$ cat src/rtl/spi_host_pkg.sv
// Package: shared register offsets, control word layout and widths for spi_host.
// Assumes a 16-bit register file addressed by byte offset.
package spi_host_pkg;
    localparam int REG_W  = 16;
    localparam int DIV_W  = 7;
    localparam int ADDR_W = 3;

    localparam logic [ADDR_W-1:0] OFS_DATA = 3'h0;
    localparam logic [ADDR_W-1:0] OFS_CTRL = 3'h2;
    localparam logic [ADDR_W-1:0] OFS_STAT = 3'h4;

    // Control word, most significant field first; bit positions are software-visible.
    typedef struct packed {
        logic [DIV_W-1:0] div;     // 15:9
        logic             cpha;    // 8
        logic             cpol;    // 7
        logic             ie_wr;   // 6
        logic             ie_rx;   // 5
        logic [1:0]       rsv_hi;  // 4:3
        logic             wide;    // 2
        logic             rsv_lo;  // 1
        logic             en;      // 0
    } ctrl_t;

    // Writable control bits: 15..5, 2, 0.
    localparam logic [REG_W-1:0] CTRL_WMASK = 16'hFFE5;
endpackage

$ cat src/rtl/spi_host_clkgen.sv
// Module: half-period tick generator. While run is high it pulses tick once
// every div+1 cycles; the counter restarts whenever run is low.
module spi_host_clkgen #(
    parameter int DIV_W = 7
) (
    input  logic             clk,
    input  logic             rst_n,
    input  logic             run,
    input  logic [DIV_W-1:0] div,
    output logic             tick
);
    logic [DIV_W-1:0] cnt;

    assign tick = run && (cnt == div);

    // Count cycles within the current half period.
    always_ff @(posedge clk) begin
        if (!rst_n || !run) cnt <= '0;
        else if (tick)      cnt <= '0;
        else                cnt <= cnt + 1'b1;
    end
endmodule

$ cat src/rtl/spi_host_shifter.sv
// Module: one-word full-duplex shift engine. On start it loads the word and
// then, on each tick, toggles the serial clock; it launches and samples bits
// per the phase setting. Assumes start only while idle and no control change
// mid-exchange. fin pulses in the cycle of the final clock edge.
module spi_host_shifter #(
    parameter int WORD_W = 16
) (
    input  logic              clk,
    input  logic              rst_n,
    input  logic              tick,
    input  logic              start,
    input  logic              abort,
    input  logic              cpol,
    input  logic              cpha,
    input  logic              wide,
    input  logic [WORD_W-1:0] tx_word,
    input  logic              miso,
    output logic              busy,
    output logic              sclk,
    output logic              mosi,
    output logic              fin,
    output logic [WORD_W-1:0] rx_word
);
    localparam int HALF   = WORD_W / 2;
    localparam int EDGE_W = $clog2(2 * WORD_W);

    logic [EDGE_W-1:0] edge_idx, last_idx;
    logic [WORD_W-1:0] tx_sr, rx_sr, tx_aligned, rx_shifted, rx_last, rx_fmt;
    logic              lead, sample_now, launch_now, is_last;

    // Decode the current edge and form the aligned and finished words.
    always_comb begin
        last_idx   = wide ? EDGE_W'(2 * WORD_W - 1) : EDGE_W'(WORD_W - 1);
        is_last    = (edge_idx == last_idx);
        lead       = ~edge_idx[0];
        sample_now = busy && tick && (lead ^ cpha);
        launch_now = busy && tick && !(lead ^ cpha) && !is_last;
        fin        = busy && tick && is_last && !abort;
        tx_aligned = wide ? tx_word : {tx_word[HALF-1:0], {(WORD_W-HALF){1'b0}}};
        rx_shifted = {rx_sr[WORD_W-2:0], miso};
        rx_last    = sample_now ? rx_shifted : rx_sr;
        rx_fmt     = wide ? rx_last : {{(WORD_W-HALF){1'b0}}, rx_last[HALF-1:0]};
    end

    // Sequence one exchange: load, toggle, launch, sample, finish or abort.
    always_ff @(posedge clk) begin
        if (!rst_n) begin
            busy     <= 1'b0;
            sclk     <= 1'b0;
            mosi     <= 1'b0;
            edge_idx <= '0;
            tx_sr    <= '0;
            rx_sr    <= '0;
            rx_word  <= '0;
        end else if (abort) begin
            busy     <= 1'b0;
            sclk     <= cpol;
            mosi     <= 1'b0;
            edge_idx <= '0;
        end else if (start) begin
            busy     <= 1'b1;
            sclk     <= cpol;
            edge_idx <= '0;
            rx_sr    <= '0;
            if (!cpha) begin
                mosi  <= tx_aligned[WORD_W-1];
                tx_sr <= tx_aligned << 1;
            end else begin
                mosi  <= 1'b0;
                tx_sr <= tx_aligned;
            end
        end else if (busy) begin
            if (tick) begin
                sclk     <= ~sclk;
                edge_idx <= edge_idx + 1'b1;
                if (sample_now) rx_sr <= rx_shifted;
                if (launch_now) begin
                    mosi  <= tx_sr[WORD_W-1];
                    tx_sr <= tx_sr << 1;
                end
                if (is_last) begin
                    busy    <= 1'b0;
                    mosi    <= 1'b0;
                    rx_word <= rx_fmt;
                end
            end
        end else begin
            sclk <= cpol;
        end
    end
endmodule

$ cat src/rtl/spi_host.sv
// Module: SPI master top. Holds the control register and the receive-full
// flag, decodes host accesses and drives the interrupt. Assumes one-cycle
// write/read strobes and combinational read data.
module spi_host
    import spi_host_pkg::*;
(
    input  logic              clk,
    input  logic              rst_n,
    input  logic [ADDR_W-1:0] reg_addr,
    input  logic              reg_wen,
    input  logic              reg_ren,
    input  logic [REG_W-1:0]  reg_wdata,
    output logic [REG_W-1:0]  reg_rdata,
    output logic              spi_sclk,
    output logic              spi_mosi,
    input  logic              spi_miso,
    output logic              spi_irq
);
    ctrl_t             ctl_q;
    logic              rxfull, busy, fin, tick, start, rd_clr;
    logic              sel_data, sel_ctrl, sel_stat;
    logic [REG_W-1:0]  rx_word;

    assign sel_data = (reg_addr == OFS_DATA);
    assign sel_ctrl = (reg_addr == OFS_CTRL);
    assign sel_stat = (reg_addr == OFS_STAT);
    assign start    = reg_wen && sel_data && ctl_q.en && !busy;
    assign rd_clr   = reg_ren && sel_data;

    // Control register: masked host writes.
    always_ff @(posedge clk) begin
        if (!rst_n)                   ctl_q <= '0;
        else if (reg_wen && sel_ctrl) ctl_q <= ctrl_t'(reg_wdata & CTRL_WMASK);
    end

    // Receive-full flag: set at exchange end, cleared by a data read.
    always_ff @(posedge clk) begin
        if (!rst_n)      rxfull <= 1'b0;
        else if (fin)    rxfull <= 1'b1;
        else if (rd_clr) rxfull <= 1'b0;
    end

    // Read multiplexer.
    always_comb begin
        reg_rdata = '0;
        if (sel_data)      reg_rdata = rx_word;
        else if (sel_ctrl) reg_rdata = ctl_q;
        else if (sel_stat) reg_rdata = {{(REG_W-2){1'b0}}, rxfull, busy};
    end

    assign spi_irq = (ctl_q.ie_rx && rxfull) || (ctl_q.ie_wr && ctl_q.en && !busy);

    spi_host_clkgen #(.DIV_W(DIV_W)) u_clkgen (
        .clk   (clk),
        .rst_n (rst_n),
        .run   (busy),
        .div   (ctl_q.div),
        .tick  (tick)
    );

    spi_host_shifter #(.WORD_W(REG_W)) u_shifter (
        .clk     (clk),
        .rst_n   (rst_n),
        .tick    (tick),
        .start   (start),
        .abort   (!ctl_q.en),
        .cpol    (ctl_q.cpol),
        .cpha    (ctl_q.cpha),
        .wide    (ctl_q.wide),
        .tx_word (reg_wdata),
        .miso    (spi_miso),
        .busy    (busy),
        .sclk    (spi_sclk),
        .mosi    (spi_mosi),
        .fin     (fin),
        .rx_word (rx_word)
    );
endmodule

$ cat config.mk
export PLATFORM = sky130hd
export DESIGN_NAME = spi_host
export DESIGN_NICKNAME = d
export VERILOG_FILES = /design/src/rtl/spi_host_pkg.sv /design/src/rtl/spi_host_clkgen.sv /design/src/rtl/spi_host_shifter.sv /design/src/rtl/spi_host.sv
export SDC_FILE = /design/constraint.sdc
export NUM_CORES = 1
export LEC_CHECK = 0
export BUFFER_PORTS_ARGS = -buffer_cell sky130_fd_sc_hd__buf_2
export CAP_MARGIN = 30
export CORE_AREA = 5 5 92 94
export CTS_CLUSTER_DIAMETER = 80
export CTS_CLUSTER_SIZE = 30
export DETAILED_ROUTE_END_ITERATION = 8
export DIE_AREA = 0 0 97 99
export PLACE_DENSITY = 0.75
export SYNTH_ARGS = -nofsm -noshare
export SYNTH_HDL_FRONTEND = slang
export SYNTH_SLANG_ARGS = --single-unit
$ cat constraint.sdc
create_clock -name clk -period 2.15 [get_ports clk]
set_clock_uncertainty 0.15 [all_clocks]
set_input_delay 0.215 -clock clk [delete_from_list [all_inputs] [get_ports clk]]
set_output_delay 0.215 -clock clk [all_outputs]
set_load 0.05 [all_outputs]
==> results of run 1 <==
[repair_timing]
| item | 4_1_cts | 5_1_grt |
|---|---|---|
| hold buffers | 6 | 0 |
| gates resized for setup | 0 | 2 |
| endpoints found under the hold margin | 6 | 0 |
| endpoints found under the setup margin | 0 | 15 |
[sequential cells by signal (all words and copies together), names as in the netlist]
signal              cells
u_shifter.sclk          1
u_shifter.mosi          1
ctl_q                  13
u_shifter.tx_sr        16
u_shifter.busy          1
u_shifter.rx_sr        16
u_shifter.edge_idx      5
u_shifter.rx_word      16
rxfull                  1
u_clkgen.cnt            7
[path summary, 6_finish.rpt]
check / from / to / slack, ns / cells after the start
worst min-delay path: reg_wdata[9] / ctl_q[9] / 0.01 / 3
worst max register to register: u_clkgen.cnt[3] / u_shifter.rx_word[11] / 0.13 / 6
worst max-delay path: u_clkgen.cnt[3] / u_shifter.rx_word[11] / 0.13 / 6
worst min register to register: u_shifter.rx_word[15] / u_shifter.rx_word[15] / 0.32 / 2
[cells by family after synthesis]
family                     count (synthesis)
and+or+nand+nor                          153
xor gates and xnor gates                  19
muxes                                     52
buffers and inverters                     36
adders and majority gates                  2
DFF                                       77
AOI/OAI and AO/OA                         95
[through the flow]
step                      hold slack [ns]  instance area, µm²  total power [µW]  util (%)
after floorplan                     0.210                3920              1580         -
final                              0.0110                4620              2800      61.0
after global routing              0.00816                4620              2910      61.0
after detailed placement            0.312                4330              1660      57.2
after global placement              0.303                4330              1660      57.2
after CTS                         0.00447                4610              2820      60.9
[worst max-delay path, cell delays in order (launching register included)]
cell,delay (ns)
dfxtp_1,0.36
xnor2_1,0.26
nand4_4,0.21
nor3_4,0.32
buf_4,0.25
mux2i_1,0.23
o22ai_1,0.11
[synth_stat cells (all sizes together)]
master	instances
nor4	6
o21ai	24
or2	2
nand2	43
xor2	3
mux2i	50
inv	3
and4	1
and3	5
xnor2	16
nand2b	2
nor2	44
o31a	1
a311oi	1
o22ai	8
nor4b	2
or4	1
and2	4
mux2	2
a21boi	13
buf	15
ha	2
nor3b	1
nor2b	9
o211ai	1
nand3b	1
dfxtp	77
a32o	16
nand3	10
o21bai	1
nor3	20
a21oi	14
nand4	2
a211oi	16
clkbuf	18
[layer usage]
metal	global-route usage [%]	vias up	part of all wire, %
met2	33.9	74	48
met1	26.2	1603	46
met5	0	-	0
li1	-	1672	-
met3	6.09	12	4.9
met4	4.75	0	1.2
[power groups by stage]
| stage | Clock [µW] | Combinational, µW | Sequential, µW |
|---|---|---|---|
| after floorplan | 0 | 111 | 1470 |
| after global placement | 0 | 190 | 1470 |
| after detailed placement | 0 | 192 | 1470 |
| after CTS | 1180 | 202 | 1440 |
| after global routing | 1250 | 221 | 1440 |
| final | 1160 | 203 | 1440 |
[cell type report]
class                      instances  area (µm²)
inverter                           3        11.3
fill                             637        2950
clock inverter                     5        65.1
multi-input combinational        321        2210
tap                              102         128
sequential                        77        1540
clock buffer                      11         151
timing repair buffer              74         507
==> results.md, run 1 <==
- Status: complete, no violations
- Most common cell after layout, fill and taps aside: dfxtp_1
- Internal: 2130 µW
- CTS tree: done
- Post-DP HPWL: approximately 6800 µm
- Layout cells sized above 1: about 21%
- Syn-to-layout area delta: 18.4%
- # rows: 32
- Worst-margin pin slew: about 0.57 ns
- DRT iter0 DRCs: 244
- Netlist Area Pre-Place: just under 4000 µm²
- Worst Hold Class: in -> reg
- Clock share of power: 41.6%
- Root Buffer: clkbuf_8
- Crit path DAT: around 2.1 ns
- CP Max Fanout: 9
- Final max-slew violation count: 0
- Initial Util: between 50% and 60%
- Tmin final: 2.02 ns
- Synthesis Warnings: 0
- Critical path class: reg -> reg
- Setup Total Neg Slack: 0 ns
- Max IR drop VDD: ~510 µV
- Final setup vio count: 0
- Routability cong.: ~0.84
- Synth unique cells: 44
- Sw Share: between 20% and 30%
- Sequential Power Share: 51.2%
- Initial antenna violation count: 0
- Overall routed net length: between 9000 and 10000 µm
- TritonCTS Sinks: 77
- Antenna Cells: 0
- Post-synthesis simple-gate area fraction: between 20% and 30%
- Crit start category: flip-flop
- Die area: roughly 9600 µm²
- Unrepaired setup endpoints after global routing: true
- Yosys top cell area share: between 30% and 40%
- Fin crit share: between 90% and 100%
- Max_slew headroom: between 60% and 70%
- Synthesized flop and latch total: 77
- Antenna Nets Post-Route: 0
- Gr ovfl total: 0
- Leak Pwr: 0.00164 µW
- Post-route insts no fill: about 590
- Top Ports: 43
- Post-synthesis mux area share: 13.4%
- Max-cap viol count: 0
- Die X: slightly below 100 µm
- Comb pwr share: under 10%
- Syn Nets: 460
- Highest clock rate: a little under 500 MHz
- Most frequent cells in the layout: 77 x dfxtp_1, 50 x mux2i_1, 43 x nand2_1
- Post-route DRC: 0
- Largest net degree at the start of global routing: 37
- Number of H-tree levels: 3
- Final hold viol count: 0
- Setup bufs post-CTS: 0
- PD cells: 607 nW/µm²
- Post-synthesis cell count: 434
- Adder-cell share of the synthesized area: less than 1%
- Nets: roughly 510
- Avg Synthesized Cell Area: between 8 and 9 µm²
- Synth Area in XOR/XNOR: between 4 and 5%
- Buffer depth of the longest clock path: 2
- DR WL/cell: 16.1 µm
- Pre-CTS setup slack: 0.111 ns
- Vias: ~3400
- Clk Latency, worst-skew pair: between 0.3 and 0.4 ns
- DIE HEIGHT: a little under 100 µm
- First-pass GRT wire length: 16100 µm
- Placed cells: ~570
- Vias per cell: between 5 and 6
- Largest family of logic cells by synthesized area: simple AND/OR/NAND/NOR gates
- Port buffer count: 42
- WP data required: 2.23 ns
- Crit end category: flip-flop
- Synth top area cells: dfxtp_1 40%, mux2i_1 13%, nor2_1 4.2%, nand2_1 4.1%, a32o_1 4.1%
- Switching pwr: 677 µW
- Tot GR Track Use: between 20% and 30%
- DR pass1 iterations: 4
- Final WS setup: about 0.13 ns
- Clock transition at path regs: approximately 0.09 ns
- Number of global-route vias before repair: between 3000 and 4000
- Biggest area consumer among synthesized cells: dfxtp_1
- Core area: approximately 7600 µm²
- Total CTS buffers: 9
- Sequential-to-total area share from yosys stat: roughly two fifths
- Compound-Gate Fraction of Synth Area: ~17%
(Power assumes the default switching activity.)
==> inputs of run 2 (changes only) <==
CORE_AREA = 5 5 89 91   (was 5 5 92 94)
DIE_AREA = 0 0 94 96   (was 0 0 97 99)
PLACE_DENSITY = 0.77   (was 0.75)
clock period = 2 ns   (was 2.15 ns; I/O delays follow)
==> results.md, run 2 (same netlist as run 1, synthesis figures left out) <==
- Worst-margin pin slew: 0.562 ns (-0.0110 ns)
- Internal: 2330 µW (+9.8%)
- Fill cells: 542 (-15%)
- Nets: 536 (+4.7%)
- Antenna Nets Post-Route: 0 (unchanged)
- Sequential Power Share: 50.5% (-0.7 points)
- Crit start category: flip-flop
- Core area: 7060 µm² (-6.7%)
- Crit path DAT: 2.11 ns (about the same)
- Total CTS buffers: 9 (unchanged)
- DRT iter0 DRCs: 209 (-14%)
- CP cell instances: ha_4 > nand3_2 > or2_4 > buf_6 > nor4_4 > nand3_4 > o22ai_2
- PD cells: 618 nW/µm² (+1.8%)
- Most common cell after layout, fill and taps aside: dfxtp_1
- Hold path cells: 3 (unchanged)
- Number of H-tree levels: 3 (unchanged)
- Unrepaired setup endpoints after global routing: true
- CP max stage cell: dfxtp_2
- Post-route insts no fill: 614 (+3.5%)
- CP max stage delay: 0.38 ns (+0.02 ns)
- Overall routed net length: 10100 µm (+5.6%)
- Sw Share: 23.7% (-0.50 points)
- Port buffer count: 42 (unchanged)
- Final max-slew violation count: 0 (unchanged)
- Status: complete, no violations
- Number of cells on the worst reg-to-reg path: 7 (+1)
- Max IR drop VDD: 421 µV (-18%)
- DR pass1 iterations: 4 (unchanged)
- Final setup vio count: 0 (unchanged)
- Tmin final: 1.97 ns (-0.0470 ns)
- DIE HEIGHT: 96 µm (-3.0%)
- Critical path origin: u_shifter.edge_idx[1]
- Clock transition at path regs: 0.08 ns (about the same)
- Switching pwr: 724 µW (+6.8%)
- Buffer depth of the longest clock path: 2 (unchanged)
- Die area: 9020 µm² (-6.0%)
- Vias per cell: 5.63 (-0.63%)
- Placed cells: 583 (+2.1%)
- Root Buffer: clkbuf_8
- Initial antenna violation count: 0 (unchanged)
- Register area: 1550 µm² (+0.57%)
- Reg2reg start: u_shifter.edge_idx[1]
- Number of global-route vias before repair: 3281 (+1.2%)
- Worst Hold Class: in -> reg
- TritonCTS Sinks: 77 (unchanged)
- Vias: 3458 (+2.9%)
- Top Ports: 43 (unchanged)
- Post-DP HPWL: 6870 µm (+0.36%)
- Layout cells sized above 1: 27.6% (+6.8 points)
- Highest clock rate: 507 MHz (+2.4%)
- Hold_sp: reg_wdata[13]
- # rows: 31 (-3.1%)
- Clock share of power: 42.1% (+0.5 points)
- CP top delay family: simple AND/OR/NAND/NOR gates
- Syn-to-layout area delta: 26.9%
- Routability cong.: 0.949 (+13%)
- Comb pwr share: 7.4% (+0.2 points)
- Initial Util: 55.3% (+3.7 points)
- Largest net degree at the start of global routing: 38 (+2.7%)
- Fin crit share: 98.7% (+4.7 points)
- Crit end category: flip-flop
- Post-route DRC: 0 (unchanged)
- Antenna Cells: 0 (unchanged)
- Max_slew headroom: 62.4% (+0.74 points)
- Setup slack, reg-to-reg: 0.03 ns (-0.10 ns)
- Gr ovfl total: 0 (unchanged)
- WHS Endpoint: ctl_q[13]
- Final hold viol count: 0 (unchanged)
- Clk Latency, worst-skew pair: 0.36 ns (+0.02 ns)
- Tot GR Track Use: 21.9% (+1.5 points)
- Worst path bufs/invs: 1 (unchanged)
- Area of the multi-input gates: 2330 µm² (+5.2%)
- Leak Pwr: 0.00178 µW (+8.3%)
- Critical path class: reg -> reg
- DR WL/cell: 16.4 µm (+2.0%)
- WP data required: 2.13 ns (-0.10 ns)
- Reg2reg end: u_shifter.rx_word[10]
- First-pass GRT wire length: 15600 µm (-3.2%)
- CTS tree: done
- Max-cap viol count: 0 (unchanged)
- Largest registers: u_shifter.rx_sr: 16 flops, u_shifter.rx_word: 16 flops, u_shifter.tx_sr: 16 flops
- Die X: 94 µm (-3.1%)
- Core Util, Final: 70.1% (+9.1 points)
- CP Max Fanout: 8 (-1)
- Most frequent cells in the layout: 72 x dfxtp_1, 50 x mux2i_1, 43 x nand2_1
-- run 2: cell types whose count changed in the layout (fill, tap and decap cells not counted), moves of 2 or more --
cell	previous run	this run
o22ai_2	0	8
xnor2_1	16	10
o22ai_1	8	0
xnor2_2	0	6
dlygate4sd3_1	6	10
buf_4	22	38
inv_6	2	0
dfxtp_1	77	72
clkinv_4	2	0
dfxtp_2	0	4
buf_6	1	4
clkbuf_8	11	9
clkinvlp_4	0	3
-- run 2: layout make-up --
cell class              count  area share, %
repair buffers             98           14.6
multi-input cells         321           47.1
flip-flops and latches     77           31.3
clock buffers              10           2.58
clock inverters             6           1.77
well taps                  99           2.50
inverters                   3          0.227
-- run 2: what timing repair did --
item                                    in CTS  in global routing
resized for setup                            0                 29
hold endpoints to repair                    10                  0
hold buffers                                10                  0
endpoints found under the setup margin       0                 35
setup buffers                                0                  5
-- run 2: how the worst max path moves through the flow --
stage	to	slack, ns	depth (start not counted)
2_1_floorplan	reg_rdata[10]	-0.03	4
3_3_place_gp	u_shifter.rx_word[13]	0.1	6
3_5_place_dp	u_shifter.rx_word[11]	0.04	6
4_1_cts	u_shifter.rx_word[13]	0.01	7
5_1_grt	u_shifter.rx_word[10]	-0.04	7
6_report	u_shifter.rx_word[10]	0.03	7
-- run 2: power by group through the flow --
stage / Clock (µW) / Combinational (µW) / Sequential, µW
4_1_cts: 1300 / 222 / 1540
6_report: 1290 / 228 / 1540
2_1_floorplan: 0 / 119 / 1580
5_1_grt: 1370 / 245 / 1540
3_3_place_gp: 0 / 203 / 1580
3_5_place_dp: 0 / 206 / 1580
-- run 2: layer usage --
| metal | part of all wire, % | up-vias | track usage, % |
|---|---|---|---|
| li1 | - | 1712 | - |
| met3 | 3.7 | 19 | 4.46 |
| met2 | 48 | 87 | 36.4 |
| met1 | 46 | 1640 | 27.9 |
| met4 | 1.8 | 0 | 8.90 |
| met5 | 0 | - | 0 |
-- run 2: through the flow --
step | setup slack (ns) | TNS, ns | hold slack [ns] | instance area, µm² | power, µW
after floorplan | -0.0323 | -0.255 | 0.195 | 3920 | 1700
after global placement | 0.0960 | 0 | 0.303 | 4450 | 1780
after detailed placement | 0.0427 | 0 | 0.312 | 4450 | 1790
after CTS | 0.0117 | 0 | 0.000705 | 4770 | 3060
after global routing | -0.0353 | -0.221 | 0.00944 | 4950 | 3160
final | 0.0263 | 0 | 0.0134 | 4950 | 3060
-- run 2: worst register-to-register path: stages (launching register included) --
cell and delay (ns):
dfxtp_2 0.38, ha_4 0.15, nand3_2 0.10, or2_4 0.26, buf_6 0.13, nor4_4 0.36, nand3_4 0.22, o22ai_2 0.15
==> inputs of run 3 (changes only) <==
==> constraint.sdc (replaced) <==
create_clock -name clk -period 2 [get_ports clk]
set_clock_uncertainty 0.15 [all_clocks]
set_input_delay 0.1 -clock clk [delete_from_list [all_inputs] [get_ports clk]]
set_output_delay 0.1 -clock clk [all_outputs]
set_load 0.05 [all_outputs]
==> results.md, run 3 (same netlist as run 1, synthesis figures left out) <==
- Core Util, Final: 71.8% (+1.7 points)
- Number of global-route vias before repair: 3537 (+7.8%)
- Clk Latency, worst-skew pair: 0.35 ns (about the same)
- Number of H-tree levels: 3 (unchanged)
- CP cell instances: ha_2 > nand3_2 > or2_4 > nor4_4 > nand3_4 > o22ai_2
- Crit path DAT: 2.07 ns (-0.04 ns)
- Worst path bufs/invs: 0 (-1)
- Layout cells sized above 1: 26.4% (-1.2 points)
- Max_slew headroom: 65.2% (+2.8 points)
- CP max stage delay: 0.38 ns (about the same)
- Die area: 9020 µm² (unchanged)
- Vias per cell: 5.76 (+2.3%)
- Initial Util: 55.3% (unchanged)
- DIE HEIGHT: 96 µm (unchanged)
- Gr ovfl total: 0 (unchanged)
- # rows: 31 (unchanged)
- DR pass1 iterations: 6 (+2)
- Leak Pwr: 0.00183 µW (+3.2%)
- First-pass GRT wire length: 16700 µm (+7.4%)
- Top Ports: 43 (unchanged)
- Worst Hold Class: in -> reg
- CP Max Fanout: 8 (unchanged)
- Total CTS buffers: 9 (unchanged)
- Final hold viol count: 0 (unchanged)
- Crit end category: flip-flop
- Crit start category: flip-flop
- Nets: 544 (+1.5%)
- Critical path class: reg -> reg
- WP data required: 2.13 ns (about the same)
- Antenna Nets Post-Route: 0 (unchanged)
- Routability cong.: 0.855 (-10%)
- Syn-to-layout area delta: 30.0%
- Largest net degree at the start of global routing: 34 (-11%)
- DRT iter0 DRCs: 250 (+20%)
- Antenna Cells: 0 (unchanged)
- Vias: 3582 (+3.6%)
- DR WL/cell: 17.1 µm (+4.7%)
- Status: complete, no violations
- Initial antenna violation count: 0 (unchanged)
- Largest registers: u_shifter.rx_sr: 16 flops, u_shifter.rx_word: 16 flops, u_shifter.tx_sr: 16 flops
- Fin crit share: 96.7% (-1.9 points)
- Setup Total Neg Slack: 0 ns (unchanged)
- Most frequent cells in the layout: 72 x dfxtp_1, 50 x mux2i_1, 43 x nand2_1
- Clock transition at path regs: 0.08 ns (about the same)
- Max-cap viol count: 0 (unchanged)
- CTS tree: done
- Tmin final: 1.93 ns (-0.0390 ns)
- Final max-slew violation count: 0 (unchanged)
- Worst-margin pin slew: 0.518 ns (-0.0444 ns)
- Final setup vio count: 0 (unchanged)
- Post-DP HPWL: 7130 µm (+3.9%)
- PD cells: 597 nW/µm² (-3.3%)
- Root Buffer: clkbuf_8
- Max IR drop VDD: 517 µV (+23%)
- Most common cell after layout, fill and taps aside: dfxtp_1
- Highest clock rate: 517 MHz (+2.0%)
- TritonCTS Sinks: 77 (unchanged)
- Tot GR Track Use: 23.8% (+1.8 points)
- Post-route DRC: 0 (unchanged)
- CP top delay family: simple AND/OR/NAND/NOR gates
- Die X: 94 µm (unchanged)
- Overall routed net length: 10700 µm (+6.0%)
- Port buffer count: 42 (unchanged)
- Core area: 7060 µm² (unchanged)
- Buffer depth of the longest clock path: 2 (unchanged)
- CP max stage cell: nor4_4
-- run 3: path summary, 6_finish.rpt --
check | startpoint | end | slack, ns | cells after the start
worst max-delay path | u_shifter.edge_idx[0] | u_shifter.rx_word[15] | 0.07 | 6
worst min-delay path | reg_addr[2] | rxfull | 0.12 | 5
worst max register to register | u_shifter.edge_idx[0] | u_shifter.rx_word[15] | 0.07 | 6
worst min register to register | u_shifter.rx_word[12] | u_shifter.rx_word[12] | 0.33 | 2
-- run 3: final cells by class --
type | instances | area, µm²
multi-input cells | 321 | 2330
clock inverters | 5 | 58.8
repair buffers | 106 | 841
inverters | 3 | 11.3
clock buffers | 11 | 151
fillers | 534 | 1990
well taps | 99 | 124
flip-flops and latches | 77 | 1550
-- run 3: tightest hold or removal path, stage by stage --
cell and delay (ns):
buf_2 0.14, nor3_1 0.11, nand2_1 0.09, a21oi_1 0.06, nor2b_1 0.09
-- run 3: where the power goes --
group | total [µW] | switching (µW) | internal [µW] | leakage (µW)
Sequential | 1540 | 6.01 | 1540 | 0.000623
Combinational | 248 | 138 | 110 | 0.00111
Clock | 1240 | 595 | 644 | 0.000102
Total | 3030 | 739 | 2290 | 0.00183
-- run 3: what timing repair did --
item,4_1_cts,5_1_grt
endpoints found under the hold margin,18,0
cloned,0,1
setup endpoints to repair,17,33
hold buffers,25,0
setup buffers,0,3
pin swaps,1,3
gates resized for setup,2,28
-- run 3: layer usage --
layer	wire length, µm	track usage, %	vias to the layer above
met2	5170	41.0	121
li1	-	-	1731
met4	354	11.3	0
met1	4540	28.2	1689
met5	0	0	-
met3	602	5.08	41
-- run 3: per-stage QoR --
| stage | cells | hold slack, ns | total power, µW | setup slack, ns | cell area, µm² |
|---|---|---|---|---|---|
| 2_1_floorplan | 434 | 0.0949 | 1700 | 0.00153 | 3910 |
| 3_3_place_gp | 577 | 0.227 | 1780 | 0.0351 | 4400 |
| 3_5_place_dp | 577 | 0.243 | 1790 | -0.0738 | 4400 |
| 4_1_cts | 618 | 0.108 | 3030 | 0.00266 | 4870 |
| 5_1_grt | 622 | 0.166 | 3110 | -0.0121 | 5070 |
| 6_report | 622 | 0.124 | 3030 | 0.0652 | 5070 |
